==> config.mk <==
export PLATFORM = sky130hd
export DESIGN_NAME = csi2_pixel_packer
export DESIGN_NICKNAME = d
export VERILOG_FILES = /design/src/rtl/csi2_pack_pkg.sv /design/src/rtl/csi2_line_ctx.sv /design/src/rtl/csi2_pix_extract.sv /design/src/rtl/csi2_beat_gather.sv /design/src/rtl/csi2_out_skid.sv /design/src/rtl/csi2_pixel_packer.sv
export SDC_FILE = /design/constraint.sdc
export NUM_CORES = 1
export LEC_CHECK = 0
export ABC_AREA = 1
export BUFFER_PORTS_ARGS = -buffer_cell sky130_fd_sc_hd__clkbuf_2
export CORE_MARGIN = 2
export CORE_UTILIZATION = 30
export CTS_CLUSTER_SIZE = 10
export DETAILED_ROUTE_END_ITERATION = 12
export PLACE_DENSITY_LB_ADDON = 0.12
export REMOVE_ABC_BUFFERS = 1
export SYNTH_ARGS = -nofsm -noshare
export SYNTH_HDL_FRONTEND = slang
export SYNTH_SLANG_ARGS = --single-unit
export TNS_END_PERCENT = 20
==> constraint.sdc <==
create_clock -name clk -period 10 [get_ports clk]
set_input_delay 0.5 -clock clk [delete_from_list [all_inputs] [get_ports clk]]
set_output_delay 0.5 -clock clk [all_outputs]
set_load 0.02 [all_outputs]
==> src/rtl/csi2_pack_pkg.sv <==
package csi2_pack_pkg;
  localparam int DT_W   = 6;
  localparam int VC_W   = 4;
  localparam int DEST_W = DT_W + VC_W;
  localparam int NUM_VC = 1 << VC_W;

  localparam logic [DT_W-1:0] DT_FRAME_START = 6'h00;
  localparam logic [DT_W-1:0] DT_RAW6        = 6'h28;
  localparam logic [DT_W-1:0] DT_RAW8        = 6'h2A;
  localparam logic [DT_W-1:0] DT_LONG_MIN    = 6'h10;

  function automatic logic is_long_type(input logic [DT_W-1:0] dt);
    return dt >= DT_LONG_MIN;
  endfunction

  function automatic logic is_packed_type(input logic [DT_W-1:0] dt);
    return (dt == DT_RAW6) || (dt == DT_RAW8);
  endfunction

  // bits per pixel for a supported format
  function automatic int unsigned pixel_bits(input logic raw6);
    return raw6 ? 6 : 8;
  endfunction

  // how many whole pixels a bit store can give, capped by the slots left
  function automatic logic [1:0] pixels_ready(input int unsigned bits,
                                              input int unsigned pw,
                                              input int unsigned room);
    int unsigned n;
    n = (bits >= 2 * pw) ? 2 : ((bits >= pw) ? 1 : 0);
    if (n > room) n = room;
    return 2'(n);
  endfunction

  // pixel count of a line of nbytes bytes
  function automatic int unsigned line_pixels(input int unsigned nbytes, input logic raw6);
    return raw6 ? (nbytes * 8) / 6 : nbytes;
  endfunction

  // pixel pushed to the top of an 8-bit lane, low bits zero
  function automatic logic [7:0] lane_image(input logic [7:0] pix, input logic raw6);
    return raw6 ? {pix[5:0], 2'b00} : pix;
  endfunction
endpackage

==> src/rtl/csi2_line_ctx.sv <==
module csi2_line_ctx
  import csi2_pack_pkg::*;
(
  input  logic            clk,
  input  logic            rst_n,
  input  logic            hdr_valid,
  input  logic [DT_W-1:0] hdr_dt,
  input  logic [VC_W-1:0] hdr_vc,
  input  logic            sof_take,
  output logic            line_open,
  output logic            line_raw6,
  output logic [DT_W-1:0] line_dt,
  output logic [VC_W-1:0] line_vc,
  output logic            line_sof
);
  logic [NUM_VC-1:0] sof_pend_q;
  logic              fs_event;
  logic              long_event;

  assign fs_event   = hdr_valid && (hdr_dt == DT_FRAME_START);
  assign long_event = hdr_valid && is_long_type(hdr_dt);

  genvar v;
  generate
    for (v = 0; v < NUM_VC; v++) begin : g_vc
      always_ff @(posedge clk) begin
        if (!rst_n)
          sof_pend_q[v] <= 1'b0;
        else if (fs_event && hdr_vc == VC_W'(v))
          sof_pend_q[v] <= 1'b1;
        else if (sof_take && line_vc == VC_W'(v))
          sof_pend_q[v] <= 1'b0;
      end
    end
  endgenerate

  always_ff @(posedge clk) begin
    if (!rst_n) begin
      line_open <= 1'b0;
      line_raw6 <= 1'b0;
      line_dt   <= '0;
      line_vc   <= '0;
    end else if (long_event) begin
      line_open <= is_packed_type(hdr_dt);
      line_raw6 <= (hdr_dt == DT_RAW6);
      line_dt   <= hdr_dt;
      line_vc   <= hdr_vc;
    end
  end

  assign line_sof = sof_pend_q[line_vc];
endmodule

==> src/rtl/csi2_pix_extract.sv <==
module csi2_pix_extract
  import csi2_pack_pkg::*;
#(
  parameter int ACC_W = 32
) (
  input  logic       clk,
  input  logic       rst_n,
  input  logic       byte_valid,
  input  logic [7:0] byte_data,
  input  logic       byte_last,
  input  logic       raw6,
  input  logic [1:0] room_lim,
  output logic [1:0] npix,
  output logic [7:0] pix0,
  output logic [7:0] pix1,
  output logic       eol,
  output logic       acc_overflow
);
  localparam int CNT_W = $clog2(ACC_W + 9);

  logic [ACC_W-1:0] acc_q, acc_in;
  logic [CNT_W-1:0] cnt_q, cnt_in, pw, used, cnt_left;
  logic             tail_q, tail_in;

  always_comb begin
    acc_in = acc_q;
    if (byte_valid) acc_in = acc_q | (ACC_W'(byte_data) << cnt_q);
    cnt_in   = cnt_q + (byte_valid ? CNT_W'(8) : CNT_W'(0));
    pw       = CNT_W'(pixel_bits(raw6));
    npix     = pixels_ready(int'(cnt_in), int'(pw), int'(room_lim));
    used     = (npix == 2'd2) ? CNT_W'(2 * pixel_bits(raw6)) :
               (npix == 2'd1) ? pw : CNT_W'(0);
    cnt_left = cnt_in - used;
    pix0     = raw6 ? {2'b00, acc_in[5:0]}  : acc_in[7:0];
    pix1     = raw6 ? {2'b00, acc_in[11:6]} : acc_in[15:8];
    tail_in  = tail_q || (byte_valid && byte_last);
    eol      = tail_in && (cnt_left < pw);
  end

  assign acc_overflow = byte_valid && (int'(cnt_q) + 8 > ACC_W);

  always_ff @(posedge clk) begin
    if (!rst_n) begin
      acc_q  <= '0;
      cnt_q  <= '0;
      tail_q <= 1'b0;
    end else if (eol) begin
      acc_q  <= '0;
      cnt_q  <= '0;
      tail_q <= 1'b0;
    end else begin
      acc_q  <= acc_in >> used;
      cnt_q  <= cnt_left;
      tail_q <= tail_in;
    end
  end
endmodule

==> src/rtl/csi2_beat_gather.sv <==
module csi2_beat_gather
  import csi2_pack_pkg::*;
#(
  parameter int PPC    = 4,
  parameter int SLOT_W = 8
) (
  input  logic                  clk,
  input  logic                  rst_n,
  input  logic [1:0]            npix,
  input  logic [7:0]            pix0,
  input  logic [7:0]            pix1,
  input  logic                  eol,
  input  logic                  raw6,
  input  logic [DT_W-1:0]       line_dt,
  input  logic [VC_W-1:0]       line_vc,
  input  logic                  line_sof,
  output logic [1:0]            room_lim,
  output logic                  push,
  output logic [PPC*SLOT_W-1:0] push_data,
  output logic [PPC*SLOT_W/8-1:0] push_keep,
  output logic                  push_last,
  output logic                  push_user,
  output logic [DEST_W-1:0]     push_dest,
  output logic                  sof_take
);
  localparam int DW     = PPC * SLOT_W;
  localparam int BPS    = SLOT_W / 8;
  localparam int FILL_W = $clog2(PPC + 1);

  logic [DW-1:0]     held_q;
  logic [FILL_W-1:0] fill_q, new_fill;
  int unsigned       room;

  function automatic logic [SLOT_W-1:0] slot_image(input logic [7:0] pix, input logic r6);
    return SLOT_W'(lane_image(pix, r6)) << (SLOT_W - 8);
  endfunction

  always_comb begin
    room     = PPC - int'(fill_q);
    room_lim = (room >= 2) ? 2'd2 : 2'(room);
    new_fill = fill_q + FILL_W'(npix);
    push     = (new_fill == FILL_W'(PPC)) || (eol && new_fill != '0);
  end

  genvar s;
  generate
    for (s = 0; s < PPC; s++) begin : g_slot
      logic put0, put1;
      assign put0 = (npix != 2'd0) && (int'(fill_q) == s);
      assign put1 = (npix == 2'd2) && (int'(fill_q) + 1 == s);
      assign push_data[s*SLOT_W +: SLOT_W] = put0 ? slot_image(pix0, raw6) :
                                             put1 ? slot_image(pix1, raw6) :
                                                    held_q[s*SLOT_W +: SLOT_W];
      assign push_keep[s*BPS +: BPS] = {BPS{(s < int'(new_fill))}};
    end
  endgenerate

  assign push_last = eol;
  assign push_user = line_sof;
  assign push_dest = {line_dt, line_vc};
  assign sof_take  = push && line_sof;

  always_ff @(posedge clk) begin
    if (!rst_n) begin
      held_q <= '0;
      fill_q <= '0;
    end else if (push) begin
      held_q <= '0;
      fill_q <= '0;
    end else begin
      held_q <= push_data;
      fill_q <= new_fill;
    end
  end
endmodule

==> src/rtl/csi2_out_skid.sv <==
module csi2_out_skid #(
  parameter int W = 48
) (
  input  logic         clk,
  input  logic         rst_n,
  input  logic         push,
  input  logic [W-1:0] push_word,
  input  logic         ready,
  output logic         valid,
  output logic [W-1:0] word,
  output logic         overflow
);
  logic         v0_q, v1_q;
  logic [W-1:0] w0_q, w1_q;
  logic         pop;

  assign pop      = v0_q && ready;
  assign overflow = push && v0_q && v1_q && !pop;
  assign valid    = v0_q;
  assign word     = w0_q;

  always_ff @(posedge clk) begin
    if (!rst_n) begin
      v0_q <= 1'b0;
      v1_q <= 1'b0;
      w0_q <= '0;
      w1_q <= '0;
    end else if (pop) begin
      if (v1_q) begin
        w0_q <= w1_q;
        v0_q <= 1'b1;
        v1_q <= push;
        if (push) w1_q <= push_word;
      end else begin
        v0_q <= push;
        if (push) w0_q <= push_word;
      end
    end else if (!v0_q) begin
      v0_q <= push;
      if (push) w0_q <= push_word;
    end else if (push && !v1_q) begin
      v1_q <= 1'b1;
      w1_q <= push_word;
    end
  end
endmodule

==> src/rtl/csi2_pixel_packer.sv <==
module csi2_pixel_packer
  import csi2_pack_pkg::*;
#(
  parameter int PPC    = 4,
  parameter int SLOT_W = 8,
  parameter int ACC_W  = 32
) (
  input  logic                      clk,
  input  logic                      rst_n,
  input  logic                      hdr_valid,
  input  logic [5:0]                hdr_dt,
  input  logic [3:0]                hdr_vc,
  input  logic                      pay_valid,
  input  logic [7:0]                pay_byte,
  input  logic                      pay_last,
  output logic                      m_tvalid,
  input  logic                      m_tready,
  output logic [PPC*SLOT_W-1:0]     m_tdata,
  output logic [PPC*SLOT_W/8-1:0]   m_tkeep,
  output logic                      m_tlast,
  output logic [0:0]                m_tuser,
  output logic [9:0]                m_tdest
);
  localparam int DW     = PPC * SLOT_W;
  localparam int KW     = DW / 8;
  localparam int WORD_W = DW + KW + 2 + DEST_W;

  logic              line_open, line_raw6, line_sof, sof_take;
  logic [DT_W-1:0]   line_dt;
  logic [VC_W-1:0]   line_vc;
  logic              byte_valid;
  logic [1:0]        npix, room_lim;
  logic [7:0]        pix0, pix1;
  logic              eol, acc_overflow, skid_overflow;
  logic              push, push_last, push_user;
  logic [DW-1:0]     push_data;
  logic [KW-1:0]     push_keep;
  logic [DEST_W-1:0] push_dest;
  logic [WORD_W-1:0] out_word;

  assign byte_valid = pay_valid && line_open;

  csi2_line_ctx u_ctx (
    .clk(clk), .rst_n(rst_n), .hdr_valid(hdr_valid), .hdr_dt(hdr_dt), .hdr_vc(hdr_vc),
    .sof_take(sof_take), .line_open(line_open), .line_raw6(line_raw6),
    .line_dt(line_dt), .line_vc(line_vc), .line_sof(line_sof)
  );

  csi2_pix_extract #(.ACC_W(ACC_W)) u_ext (
    .clk(clk), .rst_n(rst_n), .byte_valid(byte_valid), .byte_data(pay_byte),
    .byte_last(pay_last), .raw6(line_raw6), .room_lim(room_lim), .npix(npix),
    .pix0(pix0), .pix1(pix1), .eol(eol), .acc_overflow(acc_overflow)
  );

  csi2_beat_gather #(.PPC(PPC), .SLOT_W(SLOT_W)) u_gather (
    .clk(clk), .rst_n(rst_n), .npix(npix), .pix0(pix0), .pix1(pix1), .eol(eol),
    .raw6(line_raw6), .line_dt(line_dt), .line_vc(line_vc), .line_sof(line_sof),
    .room_lim(room_lim), .push(push), .push_data(push_data), .push_keep(push_keep),
    .push_last(push_last), .push_user(push_user), .push_dest(push_dest), .sof_take(sof_take)
  );

  csi2_out_skid #(.W(WORD_W)) u_skid (
    .clk(clk), .rst_n(rst_n), .push(push),
    .push_word({push_data, push_keep, push_last, push_user, push_dest}),
    .ready(m_tready), .valid(m_tvalid), .word(out_word), .overflow(skid_overflow)
  );

  assign {m_tdata, m_tkeep, m_tlast, m_tuser, m_tdest} = out_word;
endmodule

Word-level counts from Yosys, hierarchy flattened
Index checks and enable logic that the tools add are counted.
{ "word_totals": {"regBits": 200, "wordCells": 246, "input_bits": 24} }
{ "op_classes": {"shifts": 2, "add_sub_neg": 5, "n_lt_le_gt_ge": 11, "eq_ne": 44, "bitwise_logic": 2, "muxes": 71, "n_reduce_logical": 82} }
{ "op_table": {"columns": ["operator", "n"], "rows": [
  ["$mux W48", 9],
  ["$mux W8", 12],
  ["$eq A32 B3 Y1 const B", 2],
  ["$eq A4 B4 Y1 const B", 16],
  ["$logic_and A1 B1 Y1", 49],
  ["$mux W1", 41],
  ["$reduce_bool A2 Y1", 19],
  ["$eq A32 B2 Y1 const B", 1],
  ["$eq A4 B3 Y1 const B", 8],
  ["$ge A32 B2 Y1 const B", 1],
  ["$gt A32 B2 Y1", 1],
  ["$logic_not A32 Y1", 1],
  ["$mux W32", 1],
  ["$or A32 B32 Y32", 1],
  ["$shl A8 B6 Y32", 1],
  ["$shr A32 B6 Y32", 1],
  ["$eq A4 B2 Y1 const B", 4],
  ["$eq A6 B6 Y1 const B", 2],
  ["$mux W6", 2],
  ["$eq A3 B3 Y1 const B", 3],
  ["$eq A4 B1 Y1 const B", 2],
  ["$logic_not A4 Y1", 2],
  ["$mux W4", 2],
  ["$ge A6 B7 Y1", 1],
  ["other kinds (27)", 35]
]} }

Longest topological paths before layout
{ "logic_depth": {"word_depth": 20, "mapped_depth": 43, "mapped_depth_nobuf": 40} }

Cells and area by module
A second synthesis with hierarchy kept.
{ "hier_totals": {"cells_unflattened": 1910, "area_unflattened_um2": 12129.1} }
{ "modules_own_cells": {"columns": ["module", "cells_each", "area_each_um2", "n_inst"], "rows": [
  ["csi2_out_skid", 698, 4546.9, 1],
  ["csi2_pix_extract", 615, 3836.2, 1],
  ["csi2_beat_gather", 378, 2323.5, 1],
  ["csi2_line_ctx", 217, 1415.1, 1],
  ["csi2_pixel_packer", 2, 7.5, 1]
]} }

Worst setup path before layout
Ideal clock, no wire load.
{ "synth_path": {"path_type": "input-to-reg", "start": "in pay_valid", "end": "reg u_skid.w1_q[28]", "path_stages": 37, "arrival_time_ns": 5.473, "setup_slack_ns": 4.411, "n_path_buf": 3, "setup_time_ns": 0.116, "cell_sequence": "nand2_1 > inv_1 > ha_1 > ha_1 > ha_1 > nand2_1 > nand2_1 > nor2_2 > nand2_1 > nor2_2 > inv_1 > ha_1 > nor2_1 > o21ai_1 > inv_1 > nand3_2 > nand2_4 > nand2_4 > nor2_8 > buf_2 > ha_1 > inv_1 > fa_1 > ha_1 > a21o_1 > nand2_1 > nand2_1 > nor2_1 > nand3_1 > o21ai_2 > o211ai_1 > buf_2 > inv_2 > buf_2 > nand2_1 > o211ai_1 > inv_1"} }
{ "synth_via": {"elab_chain_len": 19} }
{ "synth_lines": {"columns": ["item", "line_no", "source"], "rows": [
  ["from (decl)", "csi2_pixel_packer.sv:13", "input logic pay_valid,"],
  ["$logic_and A1 B1 Y1 (*)", "csi2_pixel_packer.sv:41", "assign byte_valid = pay_valid && line_open;"],
  ["$mux W4 (*)", "csi2_pix_extract.sv:28", "cnt_in = cnt_q + (byte_valid ? CNT_W'(8) : CNT_W'(0));"],
  ["$add A6 B6 Y6 (*)", "csi2_pix_extract.sv:28", null],
  ["$ge A6 B6 Y1", "csi2_pack_pkg.sv:30", "n = (bits >= 2 * pw) ? 2 : ((bits >= pw) ? 1 : 0);"],
  ["$mux W1", "csi2_pack_pkg.sv:30", null],
  ["$mux W2 (*)", "csi2_pack_pkg.sv:30", null],
  ["$gt A32 B2 Y1", "csi2_pack_pkg.sv:31", "if (n > room) n = room;"],
  ["$mux W2 (*)", "csi2_pack_pkg.sv:31", null],
  ["(+4 left out)", null, null],
  ["net u_ext.cnt_left[2]", "csi2_pix_extract.sv:22", "logic [CNT_W-1:0] cnt_q, cnt_in, pw, used, cnt_left;"],
  ["$lt A6 B6 Y1 (*)", "csi2_pix_extract.sv:37", "eol = tail_in && (cnt_left < pw);"],
  ["$logic_and A1 B1 Y1 (*)", "csi2_pix_extract.sv:37", null],
  ["$logic_and A1 B1 Y1 (*)", "csi2_beat_gather.sv:42", "push = (new_fill == FILL_W'(PPC)) || (eol && new_fill != '0);"],
  ["$logic_or A1 B1 Y1 (*)", "csi2_beat_gather.sv:42", null],
  ["$logic_and A1 B1 Y1", "csi2_out_skid.sv:41", "end else if (push && !v1_q) begin"],
  ["$reduce_bool A2 Y1 (no line)", null, null],
  ["$reduce_and A4 Y1 (no line) (*)", null, null],
  ["to (signal assigned)", "csi2_out_skid.sv:33", "if (push) w1_q <= push_word;"],
  ["to (signal assigned)", "csi2_out_skid.sv:43", "w1_q <= push_word;"],
  ["to (decl)", "csi2_out_skid.sv:14", "logic [W-1:0] w0_q, w1_q;"]
]} }
The timed path passes the listed nets; every way through them passes the cells marked *. The select of a mux whose other input is x is not followed.
A chain may end at the register's enable or synchronous reset.

Worst setup path in the final report
{ "layout_path": {"start": "reg u_ext.cnt_q[3]", "end": "reg u_skid.w1_q[13]"} }
{ "layout_via": {"elab_chain_len": 17} }
{ "layout_lines": {"columns": ["item", "line_no", "source"], "rows": [
  ["from (decl)", "csi2_pix_extract.sv:22", null],
  ["from (signal assigned)", "csi2_pix_extract.sv:53", "cnt_q <= cnt_left;"],
  ["$add A6 B6 Y6 (*)", "csi2_pix_extract.sv:28", null],
  ["$ge A6 B6 Y1", "csi2_pack_pkg.sv:30", null],
  ["$mux W1", "csi2_pack_pkg.sv:30", null],
  ["$mux W2 (*)", "csi2_pack_pkg.sv:30", null],
  ["$gt A32 B2 Y1", "csi2_pack_pkg.sv:31", null],
  ["$mux W2 (*)", "csi2_pack_pkg.sv:31", null],
  ["$eq A2 B1 Y1", "csi2_pix_extract.sv:32", "(npix == 2'd1) ? pw : CNT_W'(0);"],
  ["$mux W6", "csi2_pix_extract.sv:32", null],
  ["(+2 left out)", null, null],
  ["net u_ext.cnt_left[2]", "csi2_pix_extract.sv:22", null],
  ["$lt A6 B6 Y1 (*)", "csi2_pix_extract.sv:37", null],
  ["$logic_and A1 B1 Y1 (*)", "csi2_pix_extract.sv:37", null],
  ["$logic_and A1 B1 Y1 (*)", "csi2_beat_gather.sv:42", null],
  ["$logic_or A1 B1 Y1 (*)", "csi2_beat_gather.sv:42", null],
  ["$logic_and A1 B1 Y1", "csi2_out_skid.sv:41", null],
  ["$reduce_bool A2 Y1 (no line)", null, null],
  ["$reduce_and A4 Y1 (no line) (*)", null, null]
]} }
Marked as above.

==> impl_metrics.env <==
export IMPL_drt_first_pass_iters=5
export IMPL_reg2reg_slack_ns=2.27
export IMPL_busiest_layer="met2"
export IMPL_synthesis_area_um2=11600
export IMPL_fmax_mhz=129.4
export IMPL_routed_wirelength_um=35470
export IMPL_regArea_um2=3984
export IMPL_overflow=0
export IMPL_fin_crit_sh_pct=77.29
export IMPL_cp_required_ns=10.37
export IMPL_die_area_um2=40250
export IMPL_layout_drive_gt1_share_pct=9.544
export IMPL_startpoint_type="flop"
export IMPL_start_util_pct=30.22
export IMPL_yosysTopAreaCellShare_pct=34.35
export IMPL_cts_hold_buf=0
export IMPL_wl_per_cell_um=14.88
export IMPL_drtAntennaViolNets=0
export IMPL_fp_dieH_um=200.6
export IMPL_grt_first_pass_wirelength_um=58460
export IMPL_grt_pass1_vias=10770
export IMPL_endpoint_kind="flop"
export IMPL_use_met2_pct=29.99
export IMPL_clock_sinks=199
export IMPL_n_antenna_cell=0
export IMPL_grt_util_all_layers_pct=18.03
export IMPL_rsz0062_at_grt="false"
export IMPL_synth_top_area_cell="dfxtp_1"
export IMPL_multiInputGateArea_um2=6274
export IMPL_h_tree_depth=4
export IMPL_cts_buffers=17
export IMPL_core_area_um2=38380
export IMPL_path_clk_slew_ns=0.08
export IMPL_drc=0
export IMPL_area_growth_pct=12.21
export IMPL_ys_warn_count=0
export IMPL_slew_headroom_pct=26.08
export IMPL_dp_hpwl_um=24830
export IMPL_crit_slowest_cell="dfxtp_1"
export IMPL_cts_root_buffer="clkbuf_16"
export IMPL_syn_avg_cell_area_um2=6.337
export IMPL_clk_path_buf_depth=2
export IMPL_dpl_cell_area_um2=12330
export IMPL_grt_max_degree=79
export IMPL_setup_viol=0
export IMPL_final_area_um2=13010
export IMPL_hold_class="primary input to flop"
export IMPL_ys_types=55
export IMPL_final_max_slew_viol_count=0
export IMPL_die_x_um=200.6
export IMPL_dp_cells=2351
export IMPL_clock_skew_final_ns=0.01611
export IMPL_clock_latency_ns=0.45
export IMPL_path_max_fanout=61
export IMPL_ys_flop_type="dfxtp_1"
export IMPL_ys_seq_area_share_pct=34.35
export IMPL_antenna_found_initial=0
export IMPL_crit_arrival_ns=8.10
export IMPL_powerDensity_nw_per_um2=248.7
export IMPL_nNetsFinal=1905
export IMPL_power_mw=3.236
export IMPL_final_util_pct=33.91
export IMPL_gr_usage_met1_pct=24.57
export IMPL_maxCapViolCount=0
export IMPL_slowest_delay_ns=0.70
export IMPL_setup_tns_ns=0
export IMPL_hold_viol_final=0
export IMPL_fillers=4328
export IMPL_p_leak_nw=6.135
export IMPL_postSynthCellCount=1830
export IMPL_worst_pin_slew_ns=1.097
export IMPL_ir_worst_vdd_mv=0.1469
export IMPL_met3_usage_pct=2.273
export IMPL_pin_count=73
export IMPL_status="completed"
export IMPL_period_minus_slack_ns=7.729
export IMPL_hold_ws_ns=0.3168
export IMPL_setup_slack_ns=2.271
export IMPL_cts_tree="built"
export IMPL_dp_slack_ns=2.084
export IMPL_layout_cells_non_filler=2383
export IMPL_synthTopCellsByArea="dfxtp_1 34%, nand2_1 19%, inv_1 7.7%"
export IMPL_synth_edf_count=0
export IMPL_drt_iter0_drc=655
export IMPL_via_count=11170
export IMPL_viasPerCell=4.688
export IMPL_core_rowCount=72
export IMPL_port_buffers=72
export IMPL_ys_ff_latch=199
export IMPL_async_flop_share_pct=0
export IMPL_post_cts_setup_buffers=0
export IMPL_finalWeightedCongestion=0.8550
export IMPL_critical_path_class="flop to flop"
export IMPL_cts_resized_gates=0
==> layer usage <==
layer	vias to the layer above	share of wire [%]
li1	5855	-
met1	5087	49
met2	198	46
met3	32	3.2
met4	0	1.7
met5	-	0
==> worst max-delay path: cells and delay by family, from the launching register on <==
kind            cells  cell delay, ns
fa+ha+maj           6            1.90
simple gates       15            1.64
flops               1            0.70
compound gates      6            1.46
buf+inv             7            1.86
==> cell families after synthesis <==
kind of cell | synth area share, %
flops | 34.35
compound gates | 15.16
simple gates | 35.12
fa+ha+maj | 3.258
mux | 0.08631
xor+xnor | 0.2266
buf+inv | 11.80
==> final cells by class <==
type,count,area share [%]
Clock buffer,17,3.269
Clock inverter,15,2.009
Inverter,259,7.576
Multi-Input combinational cell,1293,48.21
Sequential cell,199,30.61
Tap cell,518,4.980
Timing Repair Buffer,82,3.346
==> state kept, by name (all words and copies together) (netlist names) <==
signal / cells
u_ctx.line_dt: 6
u_ctx.line_open: 1
u_ctx.line_raw6: 1
u_ctx.line_vc: 4
u_ctx.sof_pend_q: 16
u_ext.acc_q: 32
u_ext.cnt_q: 5
u_ext.tail_q: 1
u_gather.fill_q: 3
u_gather.held_q: 32
u_skid.v1_q: 1
u_skid.valid: 1
u_skid.w1_q: 48
u_skid.word: 48
==> path summary, 6_finish.rpt <==
kind                        startpoint                    to  cells past startpoint
setup / recovery        u_ext.cnt_q[3]       u_skid.w1_q[13]                     34
hold / removal               hdr_dt[0]      u_ctx.line_dt[0]                      3
setup reg to reg        u_ext.cnt_q[3]       u_skid.w1_q[13]                     34
hold reg to reg   u_ctx.sof_pend_q[12]  u_ctx.sof_pend_q[12]                      2
==> cells in the mapped netlist, drive strengths merged (4+ instances only) <==
cell / count
nand4: 10
o21bai: 8
o211ai: 27
dfxtp: 199
or2: 4
buf: 40
nor3: 8
inv: 254
a21oi: 172
clkbuf: 39
nand2: 610
ha: 27
a22oi: 8
nand3: 166
a31o: 4
nor2: 115
a31oi: 5
and2: 27
clkinv: 5
o21ai: 86
==> report_power, final <==
group	internal, mW	switching, mW	total [mW]
Sequential	0.884	0.0618	0.946
Clock	0.478	0.349	0.827
Combinational	0.412	1.05	1.46
==> cell usage in the layout, fill, tap and decap left out, types with 5 or more instances in the layout <==
cell         n
clkbuf_2    72
bufinv_16    6
nand2_2      9
nor2_1     107
o21bai_1     8
nand2_1    593
a21oi_1    171
nand2_4      6
o21ai_1     11
nand3_1    159
o211ai_1    25
clkbuf_16   17
ha_1        27
a22oi_1      8
dfxtp_1    199
and2_1      27
inv_2       11
inv_1      239
nand3_2      6
buf_4       10
nand4_1      8
nor3_1       7
o21ai_0     73
a31oi_1      5
(Power assumes the default switching activity.)
